===== config.mk =====
export PLATFORM = sky130hd
export DESIGN_NAME = twiddle_bank_ctrl
export DESIGN_NICKNAME = d
export VERILOG_FILES = /design/src/rtl/tw_pkg.sv /design/src/rtl/tw_prg_counter.sv /design/src/rtl/tw_mem.sv /design/src/rtl/tw_bank_seq.sv /design/src/rtl/twiddle_bank_ctrl.sv
export SDC_FILE = /design/constraint.sdc
export NUM_CORES = 2
export LEC_CHECK = 0
export BUFFER_PORTS_ARGS = -buffer_cell sky130_fd_sc_hd__buf_2
export CORE_MARGIN = 1
export CORE_UTILIZATION = 55
export CTS_BUF_LIST = sky130_fd_sc_hd__clkbuf_2
export DETAILED_ROUTE_END_ITERATION = 10
export PLACE_DENSITY_LB_ADDON = 0.1
export SETUP_SLACK_MARGIN = 0.1
export SKIP_LAST_GASP = 1
export SLEW_MARGIN = 20
export SYNTH_ARGS = -nofsm -noshare
export SYNTH_HDL_FRONTEND = slang
export SYNTH_SLANG_ARGS = --single-unit
export TNS_END_PERCENT = 5

===== constraint.sdc =====
create_clock -name clk -period 8.4 [get_ports clk]
set_clock_uncertainty 0.05 [all_clocks]
set_input_delay 0.84 -clock clk [delete_from_list [all_inputs] [get_ports clk]]
set_output_delay 0.84 -clock clk [all_outputs]
set_load 0.02 [all_outputs]

===== src/rtl/tw_pkg.sv =====
package tw_pkg;
    typedef enum logic [1:0] {
        PS_IDLE = 2'd0,
        PS_FILL = 2'd1,
        PS_HOLD = 2'd2
    } prg_state_t;
endpackage


===== src/rtl/tw_prg_counter.sv =====
// Selects one memory's entries out of the shared twiddle stream.
module tw_prg_counter #(
    parameter int P      = 4,
    parameter int BW     = 6,
    parameter int AW     = 2,
    parameter int OFFSET = 0,
    parameter int STEP   = 1
) (
    input  logic          clk,
    input  logic          rst_n,
    input  logic          clear,
    input  logic          beat_valid,
    input  logic [BW-1:0] beat_idx,
    output logic          we,
    output logic [AW-1:0] waddr,
    output logic          done
);
    logic [BW-1:0] nxt_beat;
    logic [AW-1:0] entry;

    assign we    = beat_valid && !done && (beat_idx == nxt_beat);
    assign waddr = entry;

    always_ff @(posedge clk) begin
        if (!rst_n || clear) begin
            nxt_beat <= BW'(OFFSET);
            entry    <= '0;
            done     <= 1'b0;
        end else if (we) begin
            nxt_beat <= nxt_beat + BW'(STEP);
            if (entry == AW'(P - 1)) begin
                done  <= 1'b1;
                entry <= '0;
            end else begin
                entry <= entry + AW'(1);
            end
        end
    end
endmodule


===== src/rtl/tw_mem.sv =====
// Storage for one (stage, way): NB banks of P words.
module tw_mem #(
    parameter int NB  = 2,
    parameter int P   = 4,
    parameter int W   = 16,
    parameter int AW  = 2,
    parameter int BKW = 1
) (
    input  logic           clk,
    input  logic           rst_n,
    input  logic           we,
    input  logic [BKW-1:0] wbank,
    input  logic [AW-1:0]  waddr,
    input  logic [W-1:0]   wdata,
    input  logic [BKW-1:0] rbank,
    input  logic [AW-1:0]  raddr,
    output logic [W-1:0]   rdata
);
    localparam int DEPTH = NB * P;

    logic [W-1:0] store [DEPTH];

    always_ff @(posedge clk) begin
        if (!rst_n) begin
            for (int i = 0; i < DEPTH; i++) store[i] <= '0;
        end else if (we) begin
            store[int'(wbank) * P + int'(waddr)] <= wdata;
        end
    end

    assign rdata = store[int'(rbank) * P + int'(raddr)];
endmodule


===== src/rtl/tw_bank_seq.sv =====
// Programming state machine, bank rotation and cyclic read address.
module tw_bank_seq
    import tw_pkg::*;
#(
    parameter int NB  = 2,
    parameter int P   = 4,
    parameter int BW  = 6,
    parameter int AW  = 2,
    parameter int BKW = 1
) (
    input  logic           clk,
    input  logic           rst_n,
    input  logic           prg_start,
    input  logic           prg_valid,
    input  logic           next_in,
    input  logic           all_done,
    output logic           clear_cnt,
    output logic           beat_valid,
    output logic [BW-1:0]  beat_idx,
    output logic [AW-1:0]  rd_addr,
    output logic [BKW-1:0] act_bank,
    output logic [BKW-1:0] fill_bank,
    output logic           prg_busy,
    output logic           bank_ready
);
    prg_state_t state, state_nx;
    logic [BKW-1:0] succ_bank;

    always_comb begin
        state_nx = state;
        unique case (state)
            PS_IDLE: if (prg_start) state_nx = PS_FILL;
            PS_FILL: if (all_done)  state_nx = PS_HOLD;
            PS_HOLD: if (next_in)   state_nx = PS_IDLE;
            default: state_nx = PS_IDLE;
        endcase
    end

    always_ff @(posedge clk) begin
        if (!rst_n) state <= PS_IDLE;
        else        state <= state_nx;
    end

    always_comb begin
        clear_cnt  = 1'b0;
        beat_valid = 1'b0;
        prg_busy   = 1'b0;
        bank_ready = 1'b0;
        unique case (state)
            PS_IDLE: clear_cnt = prg_start;
            PS_FILL: begin
                prg_busy   = 1'b1;
                beat_valid = prg_valid;
            end
            PS_HOLD: bank_ready = 1'b1;
            default: ;
        endcase
    end

    assign succ_bank = (act_bank == BKW'(NB - 1)) ? '0 : act_bank + BKW'(1);

    always_ff @(posedge clk) begin
        if (!rst_n) begin
            beat_idx  <= '0;
            rd_addr   <= '0;
            act_bank  <= '0;
            fill_bank <= '0;
        end else begin
            if (clear_cnt) begin
                beat_idx  <= '0;
                fill_bank <= succ_bank;
            end else if (beat_valid) begin
                beat_idx <= beat_idx + BW'(1);
            end
            if (bank_ready && next_in) act_bank <= fill_bank;
            if (next_in || rd_addr == AW'(P - 1)) rd_addr <= '0;
            else                                   rd_addr <= rd_addr + AW'(1);
        end
    end
endmodule


===== src/rtl/twiddle_bank_ctrl.sv =====
module twiddle_bank_ctrl #(
    parameter int N     = 16,
    parameter int X     = 4,
    parameter int W     = 16,
    parameter int NBANK = 2,
    localparam int S    = $clog2(N),
    localparam int U    = X / 2,
    localparam int P    = N / X,
    localparam int AW   = (P > 1) ? $clog2(P) : 1,
    localparam int BKW  = (NBANK > 1) ? $clog2(NBANK) : 1,
    localparam int BW   = $clog2(S * P + S + 1)
) (
    input  logic             clk,
    input  logic             rst_n,
    input  logic             prg_start,
    input  logic             prg_valid,
    input  logic [U*W-1:0]   prg_data,
    input  logic             next_in,
    output logic [S*U*W-1:0] tw_out,
    output logic [BKW-1:0]   act_bank,
    output logic             prg_busy,
    output logic             bank_ready
);
    logic           clear_cnt;
    logic           beat_valid;
    logic [BW-1:0]  beat_idx;
    logic [AW-1:0]  rd_addr;
    logic [BKW-1:0] fill_bank;
    logic [S*U-1:0] done_vec;
    logic           all_done;

    assign all_done = &done_vec;

    tw_bank_seq #(.NB(NBANK), .P(P), .BW(BW), .AW(AW), .BKW(BKW)) u_seq (
        .clk(clk), .rst_n(rst_n), .prg_start(prg_start), .prg_valid(prg_valid),
        .next_in(next_in), .all_done(all_done), .clear_cnt(clear_cnt),
        .beat_valid(beat_valid), .beat_idx(beat_idx), .rd_addr(rd_addr),
        .act_bank(act_bank), .fill_bank(fill_bank), .prg_busy(prg_busy),
        .bank_ready(bank_ready)
    );

    for (genvar gs = 0; gs < S; gs++) begin : g_stage
        for (genvar gu = 0; gu < U; gu++) begin : g_way
            localparam int SLOT = gs * U + gu;
            logic          we;
            logic [AW-1:0] waddr;

            tw_prg_counter #(.P(P), .BW(BW), .AW(AW), .OFFSET(gs), .STEP(S)) u_cnt (
                .clk(clk), .rst_n(rst_n), .clear(clear_cnt), .beat_valid(beat_valid),
                .beat_idx(beat_idx), .we(we), .waddr(waddr), .done(done_vec[SLOT])
            );

            tw_mem #(.NB(NBANK), .P(P), .W(W), .AW(AW), .BKW(BKW)) u_mem (
                .clk(clk), .rst_n(rst_n), .we(we), .wbank(fill_bank), .waddr(waddr),
                .wdata(prg_data[gu*W +: W]), .rbank(act_bank), .raddr(rd_addr),
                .rdata(tw_out[SLOT*W +: W])
            );
        end
    end
endmodule


==> run_results.csv <==
group,metric,value,unit
outcome,outcome,"completed",
sta,clock.fmax,0.178,GHz
setup_path,crit_type,"flop to output pin",
drt,post_drt_wl_per_cell,24.9,µm
setup_path,start_kind,"flop",
synthesis,ys_types,45,
synthesis,synth-async-reset-ratio,0,
synthesis,synth_most_common_cell,"nor2_1",
synthesis,synth-simple-area-share,0.127,
setup_path,cp_top_family,"buffers and inverters",
floorplan,pin_count,168,
sta,hold_viol_final,0,
sta,finalCritPeriodShare,0.667,
setup_path,path_cells,"buf_12, buf_4, mux4_2, mux2_2, buf_2",
setup_path,cpPeakStageDelay,0.76,ns
synthesis,netlist_area,47500,µm²
grt,grt_pass1_wl,187,mm
grt,grt_start_max_net_pins,143,
final_layout,synthToLayoutAreaGrowth,10.3,%
setup_path,critPathLaunch,"u_seq.rd_addr[0]$_SDFF_PP0_",
setup_path,r2r_cells,5,
floorplan,coreArea,85300,µm²
floorplan,dieArea,87500,µm²
placed_design,place_hpwl,71.9,mm
drt,vias,30385,
clock_tree,insertion_delay,1.45,ns
sta,worstMarginPinSlew,1.20,ns
synthesis,synth-xor-area-share,0.00480,
sta,setup_viol,0,
setup_path,crit_cells,5,
setup_path,r2r_slack,4.81,ns
synthesis,ys_ff_latch,1083,
drt,drt_iter0_markers,2857,
final_layout,final_core_util,0.614,
setup_path,crit_path_end_kind,"output pin",
drt,vias_per_cell,6.02,
grt,grt_pass1_vias,31573,
synthesis,syn_inst,3392,
sta,max_slew_margin,0.200,
setup_path,cp.arrival,4.71,ns
clock_tree,cts_root_buf,"clkbuf_2",
setup_path,crit_slowest_cell,"dfxtp_4",
drt,antenna_left,0,
clock_tree,clk_pin_slew,0.11,ns
power_and_ir_drop,leakage,19.4,nW
placed_design,io_buffer_count,167,
synthesis,syn_nets,3450,
synthesis,postSynthAreaPerCell,14.0,µm²
clock_tree,h-tree-depth,5,
synthesis,synth_area_leaders,"edfxtp_1, mux4_2, nor2_1",
synthesis,synth_edf_count,1024,
drt,drc,0,
setup_path,rr_startpoint,"u_seq.beat_idx[3]$_SDFFE_PP0N_",
clock_tree,numCtsBuffers,293,
synthesis,yosys.area_share.adder,0.00553,
floorplan,dieHeight,296,µm
synthesis,ys_warn_count,0,
setup_path,cp.required,7.51,ns
floorplan,die_x,296,µm
grt,grt_overflow,0,
hold_path,min_path_type,"input pin to flop",
grt,grt_util_all_layers,0.292,
synthesis,synth_area_leader_cell,"edfxtp_1",
grt,antenna_found_initial,3,
floorplan,initial_core_util,0.557,
sta,period_minus_slack,5.60,ns
synthesis,synthMuxAreaShare,0.153,
synthesis,synth_top_area_frac,0.648,
setup_path,worstSetupEndpoint,"tw_out[43]",
final_layout,instances_no_fill,5046,
sta,fin_setup_tns,0,ns
drt,dr.pass1.iters,5,
drt,drt_wl_total,126,mm
final_layout,drive_gt1_frac,0.280,
power_and_ir_drop,ir_worst_vdd,0.000113,V
clock_tree,post_cts_buffers,0,
sta,drv_slew,0,
power_and_ir_drop,power_density,198,nW/µm²
synthesis,synthFlopType,"edfxtp_1",
clock_tree,cts_max_path_buffers,4,
placed_design,gp_congestion,0.799,
clock_tree,cts_sinks,1083,
synthesis,synthTopCellsByCount,"nor2_1, edfxtp_1, nand2_1, mux4_2, clkbuf_1",
synthesis,synth_top_family_by_area,"multiplexers",
final_layout,nets,3800,
clock_tree,cts_tree,"yes",
setup_path,cp_num_buf_inv,3,
setup_path,crit_fanout,91,
floorplan,rows,107,
synthesis,synth_compound_gate_area_share,0.0172,
job,cap_violations,0,
setup_path,r2r-end,"g_stage[2].g_way[0].u_mem.store[5][14]$_SDFFCE_PN0P_",
placed_design,dp.cells,4555,
clock_tree,cts_resized,0,
final_layout,final_area,52400,µm²
placed_design,placedInstanceArea,49700,µm²
synthesis,seq_area_frac_synth,0.672,
clock_tree,cts_hold_buf,35,
sta,rsz0062_at_grt,"no",
==> layer usage <==
metal | vias to the layer above | GRT usage | wire [µm]
met5 | - | 0 | 18
met4 | 4 | 0.111 | 3520
met3 | 245 | 0.0611 | 10700
met2 | 1411 | 0.489 | 63200
met1 | 15428 | 0.376 | 48300
li1 | 13297 | - | -
==> power by group <==
part,internal [W],switching (W)
Sequential,0.00606,0.0000634
Combinational,0.000287,0.000517
Clock,0.00137,0.00206
Total,0.00772,0.00264
==> logic make-up after synthesis <==
family,count (synthesis)
xor+xnor,26
buf+inv,234
compound gates,151
simple gates,1488
mux,389
flops,1083
fa+ha+maj,21
==> placed cells by master, fill, tap and decap left out, drive strengths merged, types with 6 or more instances in the layout <==
cell / instances
nor2: 1053
edfxtp: 1024
clkbuf: 408
nand2: 263
mux4: 256
buf: 241
mux2: 128
o21ai: 84
dfxtp: 59
nand3: 46
a21oi: 42
clkinv: 40
dlygate4sd3: 35
xor2: 23
or4: 21
ha: 21
nor3: 20
or3: 17
inv: 15
nand2b: 14
nor4: 14
o31ai: 14
nand4: 8
a31oi: 6
==> sequential cells by signal, indices dropped and copies added (netlist names) <==
register / count
u_seq.rd_addr: 2
u_seq.beat_idx: 5
g_stage.g_way.u_mem.store: 1024
g_stage.g_way.u_cnt.nxt_beat: 24
u_seq.state: 2
g_stage.g_way.u_cnt.done: 8
u_seq.fill_bank: 1
u_seq.act_bank: 1
g_stage.g_way.u_cnt.waddr: 16
==> worst min path at each step <==
stage,end,startpoint,cells after the start
finish,g_stage[2].g_way[0].u_mem.store[4][15]$_SDFFCE_PN0P_,rst_n,2
floorplan,g_stage[1].g_way[1].u_cnt.nxt_beat[4]$_SDFFE_PP0N_,g_stage[1].g_way[1].u_cnt.nxt_beat[4]$_SDFFE_PP0N_,2
CTS,g_stage[2].g_way[0].u_mem.store[4][15]$_SDFFCE_PN0P_,rst_n,2
detailed placement,g_stage[1].g_way[1].u_cnt.nxt_beat[4]$_SDFFE_PP0N_,g_stage[1].g_way[1].u_cnt.nxt_beat[4]$_SDFFE_PP0N_,2
global route,g_stage[2].g_way[1].u_mem.store[4][4]$_SDFFCE_PN0P_,rst_n,3
global placement,g_stage[3].g_way[1].u_cnt.nxt_beat[4]$_SDFFE_PP0N_,g_stage[3].g_way[1].u_cnt.nxt_beat[4]$_SDFFE_PP0N_,2
==> through the flow <==
stage	power (W)	worst slack, ns	hold WS (ns)
5_1_grt	0.0108	2.36	0.118
3_5_place_dp	0.00705	4.14	0.432
4_1_cts	0.0104	2.51	0.00659
2_1_floorplan	0.00674	4.62	0.408
3_3_place_gp	0.00702	4.14	0.421
6_report	0.0104	2.80	0.185
==> final cells by class <==
type	instances	area, µm²
Fill cell	6659	32900
Timing Repair Buffer	276	1800
Multi-Input combinational cell	2075	14800
Tap cell	1144	1430
Antenna cell	2	5.00
Sequential cell	1083	31900
Clock buffer	408	2040
Inverter	13	48.8
Clock inverter	45	251
(Power assumes the default switching activity.)
